File: config.mk
export PLATFORM = sky130hd
export DESIGN_NAME = fae_alarm
export DESIGN_NICKNAME = d
export VERILOG_FILES = /design/src/rtl/fae_pkg.sv /design/src/rtl/fae_win_counter.sv /design/src/rtl/fae_thresh_eval.sv /design/src/rtl/fae_confirm_fsm.sv /design/src/rtl/fae_alarm.sv
export SDC_FILE = /design/constraint.sdc
export NUM_CORES = 1
export LEC_CHECK = 0
export CORE_MARGIN = 4
export CORE_UTILIZATION = 48
export CTS_CLUSTER_SIZE = 10
export DETAILED_ROUTE_END_ITERATION = 8
export PLACE_DENSITY_LB_ADDON = 0.08
export RECOVER_POWER = 50
export SLEW_MARGIN = 5
export SYNTH_ARGS = -nofsm -noshare
export SYNTH_HDL_FRONTEND = slang
export SYNTH_SLANG_ARGS = --single-unit
File: constraint.sdc
create_clock -name clk -period 3.02 [get_ports clk]
set_input_delay 0.453 -clock clk [delete_from_list [all_inputs] [get_ports clk]]
set_output_delay 0.453 -clock clk [all_outputs]
set_load 0.02 [all_outputs]
File: src/rtl/fae_pkg.sv
package fae_pkg;

    localparam int THR_W = 6;

    typedef enum logic {
        CF_IDLE  = 1'b0,
        CF_ARMED = 1'b1
    } cf_state_t;

    typedef struct packed {
        logic bad_win;
        logic good_win;
    } win_verdict_t;

    function automatic logic [THR_W-1:0] raise_level(input logic [3:0] code);
        logic [THR_W-1:0] lvl;
        if (code[3]) begin
            lvl = THR_W'(32) + THR_W'({code[2:0], 2'b00});
        end else begin
            lvl = THR_W'(16) + THR_W'({code[2:0], 1'b0});
        end
        return lvl;
    endfunction

    function automatic logic [THR_W-1:0] clear_level(input logic [2:0] code);
        logic [THR_W-1:0] lvl;
        case (code)
            3'd0:    lvl = THR_W'(8);
            3'd1:    lvl = THR_W'(9);
            3'd2:    lvl = THR_W'(10);
            3'd3:    lvl = THR_W'(12);
            3'd4:    lvl = THR_W'(14);
            3'd5:    lvl = THR_W'(16);
            3'd6:    lvl = THR_W'(20);
            default: lvl = THR_W'(24);
        endcase
        return lvl;
    endfunction

endpackage

File: src/rtl/fae_win_counter.sv
module fae_win_counter #(
    parameter int CNT_W = 7
) (
    input  logic             clk,
    input  logic             rst,
    input  logic             err,
    input  logic             tick,
    output logic [CNT_W-1:0] cnt_q
);
    localparam logic [CNT_W-1:0] CNT_MAX = {CNT_W{1'b1}};

    always_ff @(posedge clk) begin
        if (rst || tick) begin
            cnt_q <= '0;
        end else if (err && (cnt_q != CNT_MAX)) begin
            cnt_q <= cnt_q + 1'b1;
        end
    end
endmodule

File: src/rtl/fae_thresh_eval.sv
module fae_thresh_eval
    import fae_pkg::*;
#(
    parameter int CNT_W = 7
) (
    input  logic [CNT_W-1:0] cnt_q,
    input  logic             err,
    input  logic [3:0]       raise_code,
    input  logic [2:0]       clear_code,
    output win_verdict_t     verdict
);
    localparam logic [CNT_W-1:0] CNT_MAX = {CNT_W{1'b1}};
    localparam int PAD = CNT_W - THR_W;

    logic [CNT_W-1:0] closing;
    logic [THR_W-1:0] r_lvl, c_lvl;
    logic [CNT_W-1:0] r_ext, c_ext;
    logic             clear_ignored;

    always_comb begin
        closing = (err && (cnt_q != CNT_MAX)) ? cnt_q + 1'b1 : cnt_q;
        r_lvl   = raise_level(raise_code);
        c_lvl   = clear_level(clear_code);
        r_ext   = {{PAD{1'b0}}, r_lvl};
        c_ext   = {{PAD{1'b0}}, c_lvl};
        clear_ignored    = (c_lvl > r_lvl);
        verdict.bad_win  = (closing >= r_ext);
        verdict.good_win = clear_ignored ? (closing < r_ext) : (closing <= c_ext);
    end
endmodule

File: src/rtl/fae_confirm_fsm.sv
module fae_confirm_fsm
    import fae_pkg::*;
(
    input  logic         clk,
    input  logic         rst,
    input  logic         tick,
    input  win_verdict_t verdict,
    output logic         alarm
);
    cf_state_t st_q;
    logic      qualifies;

    always_comb begin
        qualifies = alarm ? verdict.good_win : verdict.bad_win;
    end

    always_ff @(posedge clk) begin
        if (rst) begin
            alarm <= 1'b0;
            st_q  <= CF_IDLE;
        end else if (tick) begin
            if (!qualifies) begin
                st_q <= CF_IDLE;
            end else if (st_q == CF_ARMED) begin
                alarm <= ~alarm;
                st_q  <= CF_IDLE;
            end else begin
                st_q <= CF_ARMED;
            end
        end
    end
endmodule

File: src/rtl/fae_alarm.sv
module fae_alarm
    import fae_pkg::*;
#(
    parameter int CNT_W = 7
) (
    input  logic       clk,
    input  logic       rst,
    input  logic       fa_err,
    input  logic       win_tick,
    input  logic [3:0] raise_code,
    input  logic [2:0] clear_code,
    output logic       alarm
);
    logic [CNT_W-1:0] win_cnt;
    win_verdict_t     verdict;

    fae_win_counter #(.CNT_W(CNT_W)) u_cnt (
        .clk   (clk),
        .rst   (rst),
        .err   (fa_err),
        .tick  (win_tick),
        .cnt_q (win_cnt)
    );

    fae_thresh_eval #(.CNT_W(CNT_W)) u_eval (
        .cnt_q      (win_cnt),
        .err        (fa_err),
        .raise_code (raise_code),
        .clear_code (clear_code),
        .verdict    (verdict)
    );

    fae_confirm_fsm u_fsm (
        .clk     (clk),
        .rst     (rst),
        .tick    (win_tick),
        .verdict (verdict),
        .alarm   (alarm)
    );
endmodule

# Word level (Yosys, flattened, before mapping)
# Cells that the tools add are included.
# W data, S select, Z words.
# word_totals
regBits	9
inputBits	11
out_inout_bits	1
# op_classes
add_sub_neg	3
magnitude_cmp	4
eq_ne	7
mux	7
bitwise	1
reduce_logical	4
# ops
operator	count
$pmux W5 S7	1
$eq A3 B3 Y1 const B	3
$add A7 B1 Y7 const B	1
$ge A7 B6 Y1	1
$le A7 B5 Y1	1
$lt A7 B6 Y1	1
$mux W7	1
$ne A7 B7 Y1 const B	1
$add A5 B4 Y6 const A	1
$add A6 B5 Y6 const A	1
$eq A3 B2 Y1 const B	2
$gt A5 B6 Y1	1
$mux W6	1
$mux W1	4
$eq A3 B1 Y1 const B	1
$logic_not A3 Y1	1
$reduce_and A3 Y1	1
$logic_and A1 B1 Y1	1
$logic_or A1 B1 Y1	1
$not A1 Y1	1

# Longest topological paths before layout
# depth
word_depth	7
depth_mapped	11

# Modules after synthesis
# Synthesis repeated with hierarchy kept, for this count alone.
# hier_totals
hier_cells	126
area_unflattened_um2	1032.2
# modules_own_cells
mod	n_inst	cells_per_inst	area_per_inst_um2	seq_area_each_um2
fae_thresh_eval	1	81	599.3	0.0
fae_win_counter	1	36	341.6	140.1
fae_confirm_fsm	1	9	91.3	40.0

# Worst setup path after synthesis
# OpenSTA, ideal clock, no wires.
# synth_path
path_type	register to register
startpoint	reg u_cnt.cnt_q[0]
endpoint	reg u_fsm.st_q
setup_time_ns	0.057
arrival_time_ns	2.946
t_required_ns	2.963
setup_slack_ns	0.017
stages_incl_launch_ff	12
n_path_buf	0
synth_period_minus_slack_ns	3.003
path_cell_list	dfxtp_1 > ha_1 > a41oi_1 > nand2_1 > xnor2_1 > ha_1 > o21ai_0 > a21oi_1 > o31a_2 > or4_1 > a311oi_1 > a21o_1
# synth_via
elab_chain_cells	7
elab_cells_between_ends	10
cone_classes	1 x add/sub; 3 x order compare; 1 x eq/ne; 4 x mux; 1 x reduce/logical
# synth_rtl
item	line	rtl
start, declared	fae_win_counter.sv:8	output logic [CNT_W-1:0] cnt_q
start signal, assigned	fae_win_counter.sv:16	cnt_q <= cnt_q + 1'b1;
branches (longest 2 deep; another with $add A7 B1 Y7)	-	
$mux W7 (*)	fae_thresh_eval.sv:21	closing = (err && (cnt_q != CNT_MAX)) ? cnt_q + 1'b1 : cnt_q;
named net u_eval.closing[2]	fae_thresh_eval.sv:15	logic [CNT_W-1:0] closing;
$le A7 B5 Y1 or $lt A7 B6 Y1 (tied branches)	fae_thresh_eval.sv:28	verdict.good_win = clear_ignored ? (closing < r_ext) : (closing <= c_ext);
$mux W1	fae_thresh_eval.sv:28	
$mux W1 (*)	fae_confirm_fsm.sv:14	qualifies = alarm ? verdict.good_win : verdict.bad_win;
$mux W1 (*)	fae_confirm_fsm.sv:22	if (!qualifies) begin
end signal, assigned	fae_confirm_fsm.sv:20	st_q <= CF_IDLE;
end signal, assigned	fae_confirm_fsm.sv:23	st_q <= CF_IDLE;
end signal, assigned	fae_confirm_fsm.sv:26	st_q <= CF_IDLE;
end, declared	fae_confirm_fsm.sv:10	cf_state_t st_q;
# Mark *: on every way through the listed nets, which the timed path passes.
# A chain may end at the register's enable or synchronous reset.

# Worst setup path in the final report
# layout_path
startpoint	reg u_cnt.cnt_q[1]
endpoint	reg u_fsm.st_q
# The elaborated chain is that of the path after synthesis.

==> results.yml <==
clock_tree:
  hold_buffers: 0
  cts.sinks: 9
  clock_latency_ps: 260
  cts_max_path_buffers: 2
  htreeDepth: 1
  cts.clk_slew.worst_paths_ps: 60
  cts_root_buf: "clkbuf_4"
  cts_tree: "done"
  numCtsBuffers: 3
global_route:
  globalRouteOverflowTotal: 0
  grt_max_degree: 7
  first_global_vias: 877
  grt_pass1_wl_mm: 3.73
  grtUsageTotal: 0.188
  antenna_found_initial: 0
synth:
  ys_ff_latch: 9
  synth_top_cell_by_area: "ha_1"
  ys_types: 36
  seq_area_frac_synth: 0.205
  synthTopCellsByCount: "ha_1 (15), nor2_1 (10), dfxtp_1 (9), inv_1 (9), nand2_1 (7)"
  yosysMostFrequentCell: "ha_1"
  synthArstFlopShare: 0
  syn_avg_cell_area_um2: 8.47
  ys_warn_count: 0
  syn_area_um2: 881
  synth_top_area_share: 0.213
  synthTopCellsByArea: "ha_1 (21%), dfxtp_1 (20%), xnor2_1 (5.0%)"
  synthCells: 104
  synth_edf_count: 0
  syn_nets: 130
  synthFlopType: "dfxtp_1"
route:
  firstDrtPassIters: 4
  drt_iter0_markers: 17
  drcViolationCount: 0
  ant_nets: 0
  vias: 884
  drt_wl_total_mm: 2.35
  vias_per_cell: 5.39
  wl_per_cell_um: 14.4
sta:
  relSlewSlack: 0.724
  setup_viol: 0
  tightest_slew_ps: 408
  hold_slack_ps: 535
  min_period_over_period: 0.967
  final_max_slew_viol_count: 0
  finClkSkew_ps: 2.12
  worst_slack_ps: 98.3
  period_needed_ps: 2920
  final-hold-violation-count: 0
  max_freq_mhz: 342
cells_and_area:
  multi_input_area_um2: 742
  antennaDiodeCount: 0
  regArea_um2: 183
  syn2layout_area_growth_pct: 46.4
  fillers: 135
  drive_gt1_frac: 0.295
  fin_nets: 166
place:
  portBuffers: 11
  dp_hpwl_mm: 1.74
  place_congestion: 0.809
  pre_cts_slack_ps: -358
pwr:
  power.total_uw: 321
  p_leak_nw: 0.607
  ir_drop_mv: 0.231
  power.density_nw_per_um2: 249
die:
  boundaryPins: 12
  die_y_um: 50.8
  rows: 15
  die_w_um: 50.8
  core-area_um2: 1730
  die_area_um2: 2580
  initial_core_util: 0.510
setup_path:
  start_kind: "register"
  worstPathRequired_ps: 3230
  arrival_ps: 3130
  crit_type: "register to register"
  cp-end-kind: "register"
  worstPathMaxFanout: 6
  reg2reg_depth: 12
run_status:
  status: "finished clean"
min_path:
  holdCritPathClass: "register to register"
  min_path_cells: 2
flow_run:
  drv_cap: 0
==> worst max-delay path, stage by stage (launching register included) <==
cell,delay (ps)
dfxtp_2,360
ha_1,230
a41oi_2,150
buf_6,150
nand2_1,70
xnor2_1,140
buf_4,150
ha_1,320
a211oi_2,240
o311ai_2,160
a2111o_1,490
a311oi_2,300
a21o_1,110
==> registers in the layout, summed over array words and instances (netlist names) <==
register,count
u_cnt.cnt_q,7
u_fsm.alarm,1
u_fsm.st_q,1
==> where the power goes <==
part | switching (mW) | internal [mW]
combinational | 0.0502 | 0.0570
clock | 0.0421 | 0.0509
sequential | 0.00128 | 0.120
==> path summary, 6_finish.rpt <==
check / startpoint / to / slack, ps
setup / recovery: u_cnt.cnt_q[1]$_SDFF_PP0_ / u_fsm.st_q$_SDFFE_PP0P_ / 100
hold / removal: u_fsm.st_q$_SDFFE_PP0P_ / u_fsm.alarm$_SDFFE_PP0P_ / 540
setup reg to reg: u_cnt.cnt_q[1]$_SDFF_PP0_ / u_fsm.st_q$_SDFFE_PP0P_ / 100
hold reg to reg: u_fsm.st_q$_SDFFE_PP0P_ / u_fsm.alarm$_SDFFE_PP0P_ / 540
==> layout by cell type, fill, tap and decap left out, types with 3 or more instances in the layout <==
| master | count |
|---|---|
| and2_1 | 4 |
| buf_4 | 20 |
| nor2_1 | 9 |
| dfxtp_1 | 7 |
| clkdlybuf4s50_1 | 10 |
| a21oi_1 | 3 |
| clkbuf_4 | 3 |
| ha_1 | 15 |
| nand4_1 | 5 |
| nand2_1 | 7 |
| xnor2_1 | 3 |
| inv_1 | 9 |
==> metrics by stage <==
| step | instance area [µm²] | utilization | instances | TNS, ps |
|---|---|---|---|---|
| 3_5_place_dp | 1150 | 0.668 | 157 | -700 |
| 2_1_floorplan | 881 | - | 104 | 0 |
| 3_3_place_gp | 1150 | 0.668 | 157 | -625 |
| 4_1_cts | 1220 | 0.709 | 162 | 0 |
| 6_report | 1290 | 0.747 | 164 | 0 |
| 5_1_grt | 1290 | 0.747 | 164 | -35.4 |
==> area by class of cell <==
type / count / area share
flip-flops and latches: 9 / 0.142
inverters: 9 / 0.0262
clock buffers: 4 / 0.0204
well taps: 25 / 0.0242
multi-input cells: 85 / 0.575
repair buffers: 32 / 0.212
==> routing by layer <==
layer  vias up  track usage  part of all wire
li1        460            -                 -
met1       406        0.236              0.45
met2        16        0.339              0.52
met3         2       0.0262             0.025
met4         0       0.0404            0.0047
met5         -            0                 0
==> logic make-up after synthesis <==
family          share of synthesized area
buf+inv                            0.0426
simple gates                        0.229
flops                               0.205
mux                                0.0597
fa+ha+maj                           0.213
xor+xnor                           0.0696
compound gates                      0.182
==> what timing repair did <==
action	CTS	global route
pin swaps	4	8
hold endpoints to repair	0	0
resized for setup	7	11
setup buffers	1	2
endpoints found under the setup margin	2	2
Power figures use the tool's default switching activity.
